--- config.mk ---
export PLATFORM = sky130hd
export DESIGN_NAME = vga_attr_port
export DESIGN_NICKNAME = d
export VERILOG_FILES = /design/src/rtl/vga_attr_pkg.sv /design/src/rtl/attr_ctl.sv /design/src/rtl/attr_regs.sv /design/src/rtl/mode_track.sv /design/src/rtl/vga_attr_port.sv
export SDC_FILE = /design/constraint.sdc
export NUM_CORES = 1
export LEC_CHECK = 0
export CAP_MARGIN = 20
export CORE_MARGIN = 2
export CORE_UTILIZATION = 46
export CTS_BUF_LIST = sky130_fd_sc_hd__clkbuf_4 sky130_fd_sc_hd__clkbuf_8 sky130_fd_sc_hd__clkbuf_16
export CTS_CLUSTER_DIAMETER = 80
export DETAILED_ROUTE_END_ITERATION = 6
export GPL_ROUTABILITY_DRIVEN = 0
export PLACE_DENSITY = 0.7
export SLEW_MARGIN = 20
export SYNTH_ARGS = -nofsm -noshare
export SYNTH_HDL_FRONTEND = slang
export SYNTH_SLANG_ARGS = --single-unit
--- constraint.sdc ---
create_clock -name clk -period 4.9 [get_ports clk]
set_clock_uncertainty 0.15 [all_clocks]
set_input_delay 0.735 -clock clk [delete_from_list [all_inputs] [get_ports clk]]
set_output_delay 0.735 -clock clk [all_outputs]
set_load 0.02 [all_outputs]
--- src/rtl/vga_attr_pkg.sv ---
package vga_attr_pkg;

  localparam int PORT_OFF_W = 5;

  localparam logic [PORT_OFF_W-1:0] OFF_ATTR   = 5'h00;
  localparam logic [PORT_OFF_W-1:0] OFF_ATTRRD = 5'h01;
  localparam logic [PORT_OFF_W-1:0] OFF_GFXIDX = 5'h0E;
  localparam logic [PORT_OFF_W-1:0] OFF_GFXDAT = 5'h0F;
  localparam logic [PORT_OFF_W-1:0] OFF_STATUS = 5'h1A;

  typedef enum logic [1:0] {
    MODE_BLANK = 2'd0,
    MODE_TEXT  = 2'd1,
    MODE_GRAPH = 2'd2
  } modeT;

  typedef struct packed {
    logic                  idxLoad;
    logic                  attrLoad;
    logic                  gfxIdxLoad;
    logic                  gfxDataLoad;
    logic                  rdHit;
    logic [PORT_OFF_W-1:0] rdOff;
  } ctlT;

endpackage

--- src/rtl/attr_ctl.sv ---
module attr_ctl
  import vga_attr_pkg::*;
#(
  parameter int ADDR_W = 16
) (
  input  logic              clk,
  input  logic              rstN,
  input  logic              viaMmio,
  input  logic              wrEn,
  input  logic [ADDR_W-1:0] wrAddr,
  input  logic              rdEn,
  input  logic [ADDR_W-1:0] rdAddr,
  output ctlT               ctl
);
  localparam logic [ADDR_W-1:0] IO_BASE = ADDR_W'(12'h3C0);
  localparam logic [ADDR_W-1:0] MM_BASE = ADDR_W'(12'h400);
  localparam logic [ADDR_W-1:0] WIN     = ADDR_W'(1 << PORT_OFF_W);

  logic [ADDR_W-1:0] base, wrDiff, rdDiff;
  logic wrHit, rdHit, attrWr, statusRd, ffData;
  logic [PORT_OFF_W-1:0] wrOff, rdOff;

  // Addresses below the base wrap around to large values and miss the window.
  assign base   = viaMmio ? MM_BASE : IO_BASE;
  assign wrDiff = wrAddr - base;
  assign rdDiff = rdAddr - base;
  assign wrHit  = wrEn && (wrDiff < WIN);
  assign rdHit  = rdEn && (rdDiff < WIN);
  assign wrOff  = wrDiff[PORT_OFF_W-1:0];
  assign rdOff  = rdDiff[PORT_OFF_W-1:0];

  assign attrWr   = wrHit && (wrOff == OFF_ATTR);
  assign statusRd = rdHit && (rdOff == OFF_STATUS);

  // The write always acts on the current flip-flop state.
  always_comb begin
    ctl.idxLoad     = attrWr && !ffData;
    ctl.attrLoad    = attrWr && ffData;
    ctl.gfxIdxLoad  = wrHit && (wrOff == OFF_GFXIDX);
    ctl.gfxDataLoad = wrHit && (wrOff == OFF_GFXDAT);
    ctl.rdHit       = rdHit;
    ctl.rdOff       = rdOff;
  end

  // A status read wins over the toggle.
  always_ff @(posedge clk) begin
    if (!rstN)         ffData <= 1'b0;
    else if (statusRd) ffData <= 1'b0;
    else if (attrWr)   ffData <= !ffData;
  end

  a_r3_status_clears: assert property (@(posedge clk) disable iff (!rstN)
    statusRd |=> !ffData);
  a_r2_port_toggles: assert property (@(posedge clk) disable iff (!rstN)
    (attrWr && !statusRd) |=> (ffData != $past(ffData)));
  a_r10_stray_read_quiet: assert property (@(posedge clk) disable iff (!rstN)
    (rdEn && !rdHit && !attrWr) |=> $stable(ffData));

endmodule

--- src/rtl/attr_regs.sv ---
module attr_regs
  import vga_attr_pkg::*;
#(
  parameter int ATTR_CNT = 21,
  parameter int DATA_W   = 8,
  parameter int GFX_IDX_W = 4,
  parameter int MODE_REG = 6
) (
  input  logic              clk,
  input  logic              rstN,
  input  ctlT               ctl,
  input  logic [DATA_W-1:0] wrData,
  output logic [DATA_W-1:0] rdData,
  output logic              pasBit,
  output logic              gfxModeBit
);
  localparam int IDX_W = PORT_OFF_W;
  localparam int IREG_W = IDX_W + 1;

  logic [IREG_W-1:0]    idxQ;
  logic [GFX_IDX_W-1:0] gfxIdxQ;
  logic [DATA_W-1:0]    modeRegQ;
  logic [DATA_W-1:0]    attrMem [ATTR_CNT];
  logic [DATA_W-1:0]    attrRd;
  logic                 gfxSel;

  assign gfxSel = (gfxIdxQ == GFX_IDX_W'(MODE_REG));

  always_ff @(posedge clk) begin
    if (!rstN) begin
      idxQ     <= '0;
      gfxIdxQ  <= '0;
      modeRegQ <= '0;
    end else begin
      if (ctl.idxLoad)              idxQ     <= wrData[IREG_W-1:0];
      if (ctl.gfxIdxLoad)           gfxIdxQ  <= wrData[GFX_IDX_W-1:0];
      if (ctl.gfxDataLoad && gfxSel) modeRegQ <= wrData;
    end
  end

  for (genvar i = 0; i < ATTR_CNT; i++) begin : g_attr
    always_ff @(posedge clk) begin
      if (!rstN) attrMem[i] <= '0;
      else if (ctl.attrLoad && idxQ[IDX_W-1:0] == IDX_W'(i)) attrMem[i] <= wrData;
    end
  end

  always_comb begin
    attrRd = '0;
    for (int i = 0; i < ATTR_CNT; i++)
      if (idxQ[IDX_W-1:0] == IDX_W'(i)) attrRd = attrMem[i];
  end

  always_comb begin
    if (!ctl.rdHit) rdData = '1;
    else begin
      unique case (ctl.rdOff)
        OFF_ATTR:   rdData = DATA_W'(idxQ);
        OFF_ATTRRD: rdData = attrRd;
        OFF_GFXIDX: rdData = DATA_W'(gfxIdxQ);
        OFF_GFXDAT: rdData = gfxSel ? modeRegQ : '0;
        default:    rdData = '0;
      endcase
    end
  end

  assign pasBit     = idxQ[IDX_W];
  assign gfxModeBit = modeRegQ[0];

  a_r6_other_gfx_ignored: assert property (@(posedge clk) disable iff (!rstN)
    (ctl.gfxDataLoad && !gfxSel) |=> $stable(modeRegQ));

endmodule

--- src/rtl/mode_track.sv ---
module mode_track
  import vga_attr_pkg::*;
(
  input  logic       clk,
  input  logic       rstN,
  input  logic       pasBit,
  input  logic       gfxModeBit,
  output logic [1:0] dispMode,
  output logic       fullUpdate
);
  modeT nextMode, modeQ;

  always_comb begin
    if (!pasBit)        nextMode = MODE_BLANK;
    else if (gfxModeBit) nextMode = MODE_GRAPH;
    else                nextMode = MODE_TEXT;
  end

  always_ff @(posedge clk) begin
    if (!rstN) begin
      modeQ      <= MODE_BLANK;
      fullUpdate <= 1'b0;
    end else begin
      fullUpdate <= (nextMode != modeQ);
      if (nextMode != modeQ) modeQ <= nextMode;
    end
  end

  assign dispMode = modeQ;

  a_r7_blank_without_pas: assert property (@(posedge clk) disable iff (!rstN)
    !pasBit |=> (modeQ == MODE_BLANK));
  a_r8_pulse_means_change: assert property (@(posedge clk) disable iff (!rstN)
    fullUpdate |-> (modeQ != $past(modeQ)));
  a_r8_change_means_pulse: assert property (@(posedge clk) disable iff (!rstN)
    (modeQ != $past(modeQ)) |-> fullUpdate);

endmodule

--- src/rtl/vga_attr_port.sv ---
module vga_attr_port
  import vga_attr_pkg::*;
#(
  parameter int ADDR_W   = 16,
  parameter int DATA_W   = 8,
  parameter int ATTR_CNT = 21
) (
  input  logic              clk,
  input  logic              rstN,
  input  logic              viaMmio,
  input  logic              wrEn,
  input  logic [ADDR_W-1:0] wrAddr,
  input  logic [DATA_W-1:0] wrData,
  input  logic              rdEn,
  input  logic [ADDR_W-1:0] rdAddr,
  output logic [DATA_W-1:0] rdData,
  output logic [1:0]        dispMode,
  output logic              blankOut,
  output logic              fullUpdate
);
  ctlT  ctl;
  logic pasBit, gfxModeBit;

  attr_ctl #(.ADDR_W(ADDR_W)) u_ctl (
    .clk(clk), .rstN(rstN), .viaMmio(viaMmio),
    .wrEn(wrEn), .wrAddr(wrAddr), .rdEn(rdEn), .rdAddr(rdAddr), .ctl(ctl)
  );

  attr_regs #(.ATTR_CNT(ATTR_CNT), .DATA_W(DATA_W)) u_regs (
    .clk(clk), .rstN(rstN), .ctl(ctl), .wrData(wrData),
    .rdData(rdData), .pasBit(pasBit), .gfxModeBit(gfxModeBit)
  );

  mode_track u_mode (
    .clk(clk), .rstN(rstN), .pasBit(pasBit), .gfxModeBit(gfxModeBit),
    .dispMode(dispMode), .fullUpdate(fullUpdate)
  );

  assign blankOut = (dispMode == MODE_BLANK);

  a_r7_blank_matches_mode: assert property (@(posedge clk) disable iff (!rstN)
    blankOut == (dispMode == 2'd0));

endmodule

# Yosys cells after proc, flatten, opt, wreduce, memory -nomap -nowiden
# Memories as Yosys holds them, arrays and structs flattened.
# Cells that the tools add are included.
# word_totals
regBits	22
ramBits	168
inputBits	45
out_inout_bits	12
word_cells	209
mem_count	1
# op_classes
addsub	2
magnitude_cmp	2
eq_ne	28
mux	112
bitwise	22
reduce_logical	36
# mem_list
memory	depth	word_bits	rd	rd_clocked_by_memory_dff	write_ports	line	text
u_regs.attrMem	21	8	21	0	21	attr_regs.sv:23	logic [DATA_W-1:0] attrMem [ATTR_CNT];
# op_table
operator	n
2-to-1 mux 8 bit	44
2-to-1 mux 1 bit	64
equality test 5 x 4 -> 1 bit, second input constant	12
less-than comparator 16 x 6 -> 1 bit, second input constant	2
case mux 8 bit (4 select lines)	1
subtractor 16 bit	2
equality test 5 bit, second input constant	6
logical AND 1 bit	30
OR 1 bit	21
equality test 5 x 3 -> 1 bit, second input constant	4
logical NOT 5 bit	3
2-to-1 mux 11 bit	1
equality test 5 x 1 -> 1 bit, second input constant	2
equality test 5 x 2 -> 1 bit, second input constant	2
equality test 4 x 3 -> 1 bit, second input constant	1
2-to-1 mux 2 bit	2
logical NOT 2 bit	1
inequality test 2 bit	1
OR reduction 2 bit	1
logical NOT 1 bit	1
NOT 1 bit	1

# Longest topological paths before layout
# Gate-level depths: netlist (run 1).
# logic_depth
depth_word	24
depth_mapped	12
ltp_nobuf	10

# By module
# Synthesis (run 1) repeated with hierarchy kept, for this count alone.
# hier_totals
hier_cells	908
area_unflattened_um2	10012.1
# modules_own_cells
module	instances	cells_per_inst	area_per_inst_um2	seq_area_each_um2
attr_regs	1	817	9242.6	5405.2
attr_ctl	1	80	649.4	20.0
mode_track	1	10	116.4	60.1
vga_attr_port	1	1	3.8	0.0

# Worst setup path after synthesis (run 1)
# No wires, ideal clock.
# synth_path
path_type	input-to-reg
from	in viaMmio
to	mem u_regs.attrMem[2][0] (netlist: u_regs.attrMem[0][16]), enable pin
setup_time_ns	0.384
arrival_time_ns	3.556
required_time_ns	4.366
setup_slack_ns	0.810
cell_stages	11
path_cell_list	inv_1 -> ha_1 -> inv_1 -> fa_1 -> a21o_1 -> a2111oi_2 -> a311oi_2 -> a2111oi_4 -> nand2_2 -> buf_2 -> o21ai_0
# synth_rtl
item	line	text
start, declared	vga_attr_port.sv:10	input logic viaMmio,
end, declared	attr_regs.sv:23	

# Worst setup path in the final report (run 1)
# layout_path
from	reg u_regs.idxQ[2]
to	out rdData[1]
# layout_between
elab_chain_cells	24
# layout_rtl
item	line	text
start, declared	attr_regs.sv:20	logic [IREG_W-1:0] idxQ;
start signal, assigned	attr_regs.sv:35	if (ctl.idxLoad) idxQ <= wrData[IREG_W-1:0];
logical NOT 5 bit	attr_regs.sv:51	if (idxQ[IDX_W-1:0] == IDX_W'(i)) attrRd = attrMem[i];
2-to-1 mux 8 bit (20 in a row)	attr_regs.sv:51	
2-to-1 mux 8 bit (*)	attr_regs.sv:51	
case mux 8 bit (4 select lines) (*)	attr_regs.sv:57	unique case (ctl.rdOff)
2-to-1 mux 8 bit (*)	attr_regs.sv:55	if (!ctl.rdHit) rdData = '1;
end, declared	vga_attr_port.sv:16	output logic [DATA_W-1:0] rdData,
# Mark *: on every way between the ends. The rest lies on a longest branch, timed or not.

==> summary.md, run 1 <==
| Metric | Value |
|---|---|
| Die area | `0.0222 mm2` |
| CP arrival | `3.90 ns` |
| CP peak stage delay | `0.93 ns` |
| WS Path Type | `flip-flop to output pin` |
| Crit end category | `output pin` |
| Initial antenna violation count | `0` |
| Asr flop ratio synth | `0` |
| Multi-input logic area | `0.00386 mm2` |
| Cell Area, Synth | `0.00968 mm2` |
| Congestion Overflow GR | `0` |
| Worst-margin pin slew | `1.15 ns` |
| CTS tree | `built` |
| Fmax | `between 200 and 250 MHz` |
| Hold path start | `u_regs.modeRegQ[5]` |
| Sink Count | `190` |
| Placed instance count | `1,217` |
| Number of buffers inserted by hold repair at cts | `0` |
| Max-slew headroom | `0.231` |
| Simple logic cell fraction of the synthesized area | `0.195` |
| Detailed Place HPWL | `20,300 um` |
| Synth Area in Compound Gates | `0.129` |
| Synth Area in XOR/XNOR | `0.00272` |
| Synth area leaders | `edfxtp_1 (52%), nor3_1 (9.1%), dfxtp_1 (4.6%)` |
| Worst path required time | `4.01 ns` |
| Flops & latches, synth | `190` |
| Commonest non-fill, non-tap cells in the layout | `nor3_1 (175), edfxtp_1 (168), buf_4 (68)` |
| Synth Area in Adders | `0.0171` |
| Clock buffer depth | `2` |
| Worst Setup Slack, final | `0.116 ns` |
| IO buf count | `56` |
| Distinct cells, synth | `68` |
| Final core utilization | `0.553` |
| WHS | `0.317 ns` |
| CP dominant cell by count | `buf_4` |
| Post-CTS Setup Bufs | `0` |
| Syn Inst Count | `886` |
| H-tree depth | `4` |
| Post-synthesis mux area share | `0.0526` |
| I/O pins | `57` |
| Post-route total power | `3.47 mW` |
| Layout area overhead | `19.0%` |
| Synthesized area per cell | `~11 um2` |
| Tcrit/Tclk final | `0.976` |
| FP Rows | `53` |
| Core Area | `around 0.021 mm2` |
| Crit path max-delay cell type | `dfxtp_1` |
| Post-Layout Cell Count | `1,249` |
| Metal3 WL | `3590 um` |
| PD cells | `302 mW/mm2` |
| # fillers | `1,755` |
| CP cell instances | `nor3b_1 > buf_4 > a21oi_1 > o22ai_1 > nor2_1 > nor4b_1 > buf_4 > o21ai_0 > clkdlybuf4s50_1` |
| Die span in y | `149 um` |
| DR pass1 iterations | `6` |
| Fin. max-slew vios | `0` |
| First-pass GRT wire length | `roughly 44,000 um` |
| Antenna viol nets, final | `0` |
| DR top layer | `met4` |
| Register area share after synthesis | `0.567` |
| Yosys top cell area share | `0.521` |
| Initial drt markers | `between 1,000 and 1,500` |
| CP startpoint | `u_regs.idxQ[2]` |
| Ys Warns | `0` |
| Vias in the first global route | `7,614` |
| Detailed Route WL | `approximately 29,000 um` |
| Final setup viols | `0` |
| Startpoint types | `flip-flop` |
| Antenna cells | `0` |
| Finished Cell Area | `0.0115 mm2` |
| Post-synth EDFFs | `168` |
| Metal-1 WL | `11,200 um` |
| DRC violations left | `0` |
| CTS clk-pin slew, worst paths | `0.08 ns` |
| Number of max-cap violations | `0` |
| CP max FO | `21` |
| Most common cell after layout, fill and taps aside | `nor3_1` |
| Leakage Power | `between 3 and 4 nW` |
| Vias/cell | `between 6 and 7` |
| Routed len/inst | `23.5 um` |
| Maximum vdd drop | `0.181 mV` |
| Final hold vios | `0` |
| Status | `finished, final reports clean` |
| Register Area | `0.00549 mm2` |
| Total negative slack | `0 ns` |
| GRT Total Usage | `0.267` |
| Yosys top cell by area | `edfxtp_1` |
| Routed met2 length | `13,400 um` |
| Clock Tree Root | `clkbuf_16` |
| CTS buffer count | `17` |
| Largest net degree at the start of global routing | `38` |
| Vias | `~8,100` |
| Layout cell share with drive strength beyond 1 | `0.139` |
| Clock latency on the worst-skew pair | `0.45 ns` |
| Initial Utilization | `0.465` |
| PostCTS Resize Cnt | `0` |
| Placed Area | `~0.011 mm2` |
| Nets | `just over 1,000` |
| Critical R2R Launch | `u_regs.idxQ[1]` |
| Pre-CTS WS | `0.0641 ns` |
| Synth Net Count | `943` |
| Min cycle time layout | `around 4.8 ns` |
| Most used flip-flop cell after synthesis | `edfxtp_1` |
| Main combinational cell family by area after synthesis | `simple AND/OR/NAND/NOR gates` |
| Die width | `149 um` |
| Hold Path Class | `flip-flop to flip-flop` |
==> area by class of cell <==
| type | count | share of cell area |
|---|---|---|
| repair buffers | 129 | 0.101 |
| inverters | 17 | 0.00554 |
| clock inverters | 14 | 0.0148 |
| multi-input cells | 606 | 0.335 |
| flip-flops and latches | 190 | 0.476 |
| well taps | 275 | 0.0299 |
| clock buffers | 18 | 0.0376 |
==> final timing paths <==
path / cells past startpoint / to / slack, ns
hold reg to reg: 2 / u_regs.modeRegQ[5] / 0.32
hold / removal: 2 / u_regs.modeRegQ[5] / 0.32
setup reg to reg: 6 / u_regs.attrMem[1][22] / 1.90
setup / recovery: 9 / rdData[1] / 0.12
==> report_power, final <==
group,switching [mW],total [mW],internal [mW]
sequential,0.0276,1.85,1.82
combinational,0.130,0.222,0.0916
clock,0.671,1.41,0.735
==> layer usage <==
metal,up-vias,global-route usage
li1,3570,-
met1,3830,0.358
met2,567,0.419
met3,99,0.0630
met4,0,0.114
met5,-,0
==> critical path, delay by kind of cell (launching register included) <==
kind	cells	cell delay (ns)
and+or+nand+nor	3	1.09
buffers and inverters	3	0.99
DFF	1	0.93
AOI/OAI and AO/OA	3	0.44
==> cells in the mapped netlist, types with 8 or more instances <==
library cell / n
nor3_1: 175
a211oi_1: 10
clkbuf_1: 51
ha_1: 10
inv_1: 16
nor2b_1: 17
nor2_1: 30
dfxtp_1: 22
nand2b_1: 9
nand2_1: 63
a21oi_1: 32
nand3_1: 21
a22oi_1: 13
buf_2: 15
nand3b_1: 8
mux2i_1: 34
o21ai_0: 53
edfxtp_1: 168
==> cells by family (layout without fill, tap and decap cells) <==
kind of cell / Yosys count / count (layout)
flops: 190 / 190
fa+ha+maj: 12 / 12
buf+inv: 90 / 178
mux: 44 / 44
xor+xnor: 3 / 3
compound gates: 180 / 180
simple gates: 367 / 367
==> registers in the layout (all words and copies together), names as in the netlist <==
signal	flops
u_ctl.ffData	1
u_mode.dispMode	2
u_mode.fullUpdate	1
u_regs.attrMem	168
u_regs.gfxIdxQ	4
u_regs.idxQ	6
u_regs.modeRegQ	8
No activity file was read; power rests on OpenSTA's default activity.
==> run 2, diff against run 1 <==
DONT_BUFFER_PORTS = 1   (was unset)
PLACE_DENSITY = 0.67   (was 0.7)
==> run 2 against run 1 <==
The flow now finishes with violations (DRC). Sequential cell count stayed put. Routed wire length is 2.0% lower. Core utilization is 3.4 points lower. Clock power is 4% lower. Cell count is 5.3% lower. Sequential share of layout area is 3.2 points higher. Clock-buffer cell count is 1 lower. Global-route usage is 0.57 points lower. Critical path type unchanged. Largest cell class unchanged.
==> summary.md, run 2 (same netlist as run 1, synthesis figures left out) <==
| Metric | Value |
|---|---|
| I/O pins | `57` |
| Crit end category | `output pin` |
| Fmax | `235 MHz` |
| Clock Tree Root | `clkbuf_16` |
| Die span in y | `149 um` |
| Vias in the first global route | `7,156` |
| Total negative slack | `0 ns` |
| Detailed Route WL | `approximately 29,000 um` |
| PD cells | `312 mW/mm2` |
| Hold path endpoint | `u_mode.fullUpdate` |
| CTS clk-pin slew, worst paths | `0.07 ns` |
| FP Rows | `53` |
| Min cycle time layout | `4.25 ns` |
| DRC violations left | `16` |
| Number of max-cap violations | `0` |
| Worst-margin pin slew | `0.828 ns` |
| Post-CTS Setup Bufs | `0` |
| CP arrival | `3.37 ns` |
| Initial drt markers | `between 900 and 1,000` |
| Startpoint types | `flip-flop` |
| Most common cell after layout, fill and taps aside | `nor3_1` |
| Final setup viols | `0` |
| Most flop-heavy register | `u_regs.attrMem` |
| Hold Path Class | `input pin to flip-flop` |
| IO buf count | `0` |
| WHS | `0.263 ns` |
| Crit path max-delay cell type | `dfxtp_1` |
| Vias/cell | `6.48` |
| Initial antenna violation count | `0` |
| Layout cell share with drive strength beyond 1 | `0.133` |
| Max reg flops | `between 150 and 200` |
| Clock latency on the worst-skew pair | `0.44 ns` |
| GRT Total Usage | `0.262` |
| CP peak stage delay | `0.86 ns` |
| Antenna cells | `0` |
| H-tree depth | `4` |
| PostCTS Resize Cnt | `0` |
| Antenna viol nets, final | `0` |
| CTS buffer count | `17` |
| Initial Utilization | `0.465` |
| Min-Delay Path Depth | `2` |
| Critical R2R Launch | `u_regs.idxQ[0]` |
| Flop2flop setup slack | `2.12 ns` |
| CP max FO | `18` |
| Clock buffer depth | `2` |
| Congestion Overflow GR | `0` |
| Max-slew headroom | `0.447` |
| Sink Count | `190` |
| Leakage Power | `3.28 nW` |
| WS Path Type | `flip-flop to output pin` |
| Nets | `952` |
| Worst path required time | `4.01 ns` |
| Hold path start | `rstN` |
| Routed len/inst | `24.3 um` |
| Commonest non-fill, non-tap cells in the layout | `nor3_1 (175), edfxtp_1 (168), nand2_1 (63)` |
| RSZ-0062 raised after global routing | `no` |
| Status | `complete, but fails checks` |
| Final hold vios | `0` |
| Core Area | `0.0208 mm2` |
| DR pass1 iterations | `7` |
| Die area | `0.0222 mm2` |
| Number of buffers inserted by hold repair at cts | `0` |
| First-pass GRT wire length | `between 40,000 and 50,000 um` |
| Largest registers | `u_regs.attrMem (168), u_regs.modeRegQ (8), u_regs.idxQ (6)` |
| Fin. max-slew vios | `0` |
| CTS tree | `built` |
| Largest net degree at the start of global routing | `56` |
| Layout area overhead | `11.6%` |
| Die width | `149 um` |
| Maximum vdd drop | `0.208 mV` |
| Failing checks | `DRC` |
| Reg2reg end | `u_regs.attrMem[1][30]` |
| CP cell instances | `and3b_1 > nand2_1 > o22ai_1 > nor2_1 > nor4b_1 > o21ai_0 > buf_4` |
| Tcrit/Tclk final | `0.868` |
| Reg2Reg Depth | `4` |
| Vias | `7,665` |
| Detailed Place HPWL | `19,200 um` |
==> run 2: where the power goes <==
part / switching (mW) / leakage [nW] / total [mW] / internal [mW]
combinational: 0.110 / 1.20 / 0.167 / 0.0570
sequential: 0.0307 / 1.81 / 1.85 / 1.82
clock: 0.673 / 0.269 / 1.35 / 0.678
total: 0.814 / 3.28 / 3.37 / 2.55
==> run 2: stage by stage <==
stage | setup WS (ns) | cells | power (mW) | util | cell area, um2
after global routing | 0.608 | 1183 | 3.45 | 0.519 | 10800
after CTS | 0.827 | 1183 | 3.37 | 0.519 | 10800
final | 0.649 | 1183 | 3.37 | 0.519 | 10800
after detailed placement | 0.534 | 1151 | 2.05 | 0.491 | 10200
after floorplan | 0.810 | 886 | 1.97 | - | 9680
after global placement | 0.630 | 1151 | 2.05 | 0.491 | 10200
==> run 2: critical path, delay by kind of cell, from the launching register on <==
family,cells,cell delay (ns)
AO/OA/AOI/OAI,2,0.54
buffers and inverters,1,0.19
flip-flops,1,0.86
AND/OR/NAND/NOR,4,1.32
==> run 2: how the worst max path moves through the flow <==
stage / from / endpoint / cells after the start
2_1_floorplan: viaMmio / u_regs.attrMem[0][16] / 11
3_3_place_gp: viaMmio / u_regs.attrMem[0][43] / 11
3_5_place_dp: viaMmio / u_regs.attrMem[2][23] / 11
4_1_cts: u_regs.idxQ[1] / rdData[4] / 7
5_1_grt: u_regs.idxQ[1] / rdData[4] / 7
6_report: u_regs.idxQ[2] / rdData[1] / 7
==> run 2: layout make-up <==
| type | count | area [um2] |
|---|---|---|
| clock inverters | 15 | 146 |
| well taps | 275 | 344 |
| multi-input cells | 606 | 3850 |
| fillers | 1860 | 10000 |
| flip-flops and latches | 190 | 5490 |
| inverters | 17 | 63.8 |
| clock buffers | 17 | 425 |
| repair buffers | 63 | 485 |
==> run 2: metal layers <==
metal / global-route usage / vias up / wire length, um
li1: - / 3435 / -
met1: 0.368 / 3645 / 12000
met2: 0.396 / 514 / 12600
met3: 0.0627 / 71 / 3130
met4: 0.0986 / 0 / 987
met5: 0 / - / 0
==> run 3, diff against run 2 <==
ABC_AREA = 1   (was unset)
GPL_TIMING_DRIVEN = 0   (was unset)
SKIP_LAST_GASP = 1   (was unset)
==> run 3 against run 2 <==
The flow now finishes without violations. Hold slack gained 0.071 ns. Combinational power fell by 10%. First-iteration DRC count shrank 32%. Die area is 3.0% lower. Fmax is 4.5% lower. Total power is 1.6% higher. Cell area is 4.2% lower. Register-to-register slack worse by 0.05 ns. Setup slack got worse by 0.20 ns. Critical path depth is 8 higher. Clock-buffer cell count increased by 8. Via count fell by 7.9%.
==> summary.md, run 3 <==
| Metric | Value |
|---|---|
| RSZ-0062 raised after global routing | `no` |
| Crit end category | `flip-flop` |
| Initial Utilization | `0.467` |
| Min cycle time layout | `4.45 ns` |
| WS Path Type | `input pin to flip-flop` |
| Yosys top cell area share | `0.538` |
| Most flop-heavy register | `u_regs.attrMem` |
| Initial antenna violation count | `0` |
| Clock Tree Root | `clkbuf_16` |
| Distinct cells, synth | `43` |
| Worst path required time | `4.90 ns` |
| Hold Path Class | `flip-flop to flip-flop` |
| Core Area | `slightly above 0.02 mm2` |
| # fillers | `1,816` |
| Die width | `147 um` |
| Flops & latches, synth | `190` |
| CP arrival | `4.45 ns` |
| Largest registers | `u_regs.attrMem (168), u_regs.modeRegQ (8), u_regs.idxQ (6)` |
| DRC violations left | `0` |
| Yosys top cell by area | `edfxtp_1` |
| CTS clk-pin slew, worst paths | `~0.070 ns` |
| CTS tree | `built` |
| PD cells | `331 mW/mm2` |
| Layout area overhead | `10.3%` |
| Nets | `1,097` |
| Post-synth EDFFs | `~170` |
| Register area share after synthesis | `0.585` |
| H-tree depth | `4` |
| Layout cell share with drive strength beyond 1 | `0.104` |
| Maximum vdd drop | `~0.20 mV` |
| Cell Area, Synth | `0.00938 mm2` |
| CP max FO | `10` |
| Synthesized area per cell | `9.21 um2` |
| FP Rows | `52` |
| PostCTS Resize Cnt | `0` |
| Congestion Overflow GR | `0` |
| Detailed Place HPWL | `about 17,000 um` |
| Leakage Power | `3.95 nW` |
| Initial drt markers | `between 600 and 700` |
| Number of buffers inserted by hold repair at cts | `0` |
| Fmax | `about 220 MHz` |
| Routed len/inst | `approximately 18 um` |
| Min-Delay Path Depth | `2` |
| Ys Warns | `0` |
| IO buf count | `0` |
| Top-count cell post-synth | `nor2_1` |
| Most common cell after layout, fill and taps aside | `nor2_1` |
| Asr flop ratio synth | `0` |
| Antenna viol nets, final | `0` |
| Number of max-cap violations | `0` |
| Syn Inst Count | `~1,000` |
| Status | `finished, final reports clean` |
| Vias in the first global route | `6,939` |
| Synth area leaders | `edfxtp_1 (54%), nor2_1 (8.9%), nand2_1 (7.8%)` |
| Die span in y | `between 100 and 150 um` |
| Max-slew headroom | `0.387` |
| Post-CTS Setup Bufs | `0` |
| Antenna cells | `0` |
| Worst-margin pin slew | `0.919 ns` |
| CTS buffer count | `17` |
| Die area | `around 0.022 mm2` |
| DR pass1 iterations | `7` |
| Total negative slack | `0 ns` |
| Commonest non-fill, non-tap cells in the layout | `nor2_1 (222), nand2_1 (196), edfxtp_1 (168)` |
| Post-route total power | `3.42 mW` |
| First-pass GRT wire length | `36,900 um` |
| Sink Count | `190` |
| Vias | `7,060` |
| Synth Net Count | `1,075` |
| Largest net degree at the start of global routing | `17` |
| Clock latency on the worst-skew pair | `0.44 ns` |
| Vias/cell | `approximately 5.3` |
| Max reg flops | `168` |
| Final setup viols | `0` |
| Detailed Route WL | `23,500 um` |
| I/O pins | `57` |
| GRT Total Usage | `0.226` |
| Reg2Reg Depth | `6` |
| Fin. max-slew vios | `0` |
| Tcrit/Tclk final | `0.908` |
| Startpoint types | `input pin` |
| Commonest cells in the synthesized netlist | `nor2_1 (222), nand2_1 (196), edfxtp_1 (168), inv_1 (99), o21ai_0 (48)` |
| Clock buffer depth | `2` |
| Final hold vios | `0` |
| Most used flip-flop cell after synthesis | `edfxtp_1` |
run 3: cell types whose count changed after synthesis, moves of 17 or more:
cell,before,now
clkbuf_1,51,24
inv_1,16,99
inv_2,0,17
mux2i_1,34,0
nand2_1,63,196
nand3_1,21,43
nand4_1,4,34
nor2_1,30,222
nor2b_1,17,0
nor3_1,175,5
run 3: area by class of cell:
cell class / count / area (um2) / share of cell area
repair buffers: 3 / 15.0 / 0.00145
inverters: 116 / 435 / 0.0421
well taps: 270 / 338 / 0.0327
flip-flops and latches: 190 / 5490 / 0.530
multi-input cells: 681 / 3330 / 0.322
clock buffers: 25 / 510 / 0.0494
plain buffers: 31 / 129 / 0.0125
clock inverters: 7 / 101 / 0.00980
run 3: kinds of logic (layout without fill, tap and decap cells):
| kind of cell | after synthesis | count (layout) | share of synthesized area |
|---|---|---|---|
| AO/OA/AOI/OAI | 95 | 95 | 0.0552 |
| XOR/XNOR | 4 | 4 | 0.00374 |
| adder cells (fa/ha/maj) | 12 | 12 | 0.0176 |
| buffers and inverters | 147 | 182 | 0.0602 |
| flip-flops | 190 | 190 | 0.585 |
| AND/OR/NAND/NOR | 570 | 570 | 0.278 |
run 3: critical path, cell delays in order:
cell	delay (ns)
inv_1	0.11
ha_1	0.16
inv_1	0.05
fa_1	0.44
nor4_1	0.28
nand3_1	0.10
nor3_1	0.19
nand3_1	0.18
nor2_1	0.21
inv_2	0.07
nor2_4	0.29
inv_1	0.27
clkbuf_1	0.43
o21ai_0	0.66
clkbuf_2	0.27
run 3: worst paths after layout:
path	startpoint	to	slack [ns]
max reg2reg	u_regs.idxQ[2]	u_regs.attrMem[2][5]	2.07
min reg2reg	u_ctl.ffData	u_ctl.ffData	0.33
min	u_ctl.ffData	u_ctl.ffData	0.33
max	viaMmio	u_regs.attrMem[1][60]	0.45
run 3: through the flow:
| step | hold slack (ns) | instances | instance area (um2) | worst slack [ns] | util |
|---|---|---|---|---|---|
| floorplan | 0.303 | 1018 | 9380 | 0.990 | - |
| global placement | 0.320 | 1288 | 9720 | -0.100 | 0.483 |
| detailed placement | 0.327 | 1288 | 9720 | -0.157 | 0.483 |
| CTS | 0.336 | 1320 | 10300 | 0.307 | 0.514 |
| global route | 0.386 | 1323 | 10300 | 0.160 | 0.515 |
| finish | 0.334 | 1323 | 10300 | 0.450 | 0.515 |
run 3: report_power, final:
group / total (mW) / internal, mW / switching, mW / leakage [nW]
combinational: 0.150 / 0.0336 / 0.117 / 1.84
sequential: 1.83 / 1.82 / 0.0159 / 1.81
clock: 1.43 / 0.833 / 0.601 / 0.298
total: 3.42 / 2.69 / 0.734 / 3.95
run 3: routing by layer:
layer / GRT usage / vias to the layer above / wire (um)
li1: - / 3429 / -
met1: 0.308 / 3334 / 10200
met2: 0.361 / 263 / 11000
met3: 0.0441 / 34 / 1700
met4: 0.0850 / 0 / 617
met5: 0 / - / 0
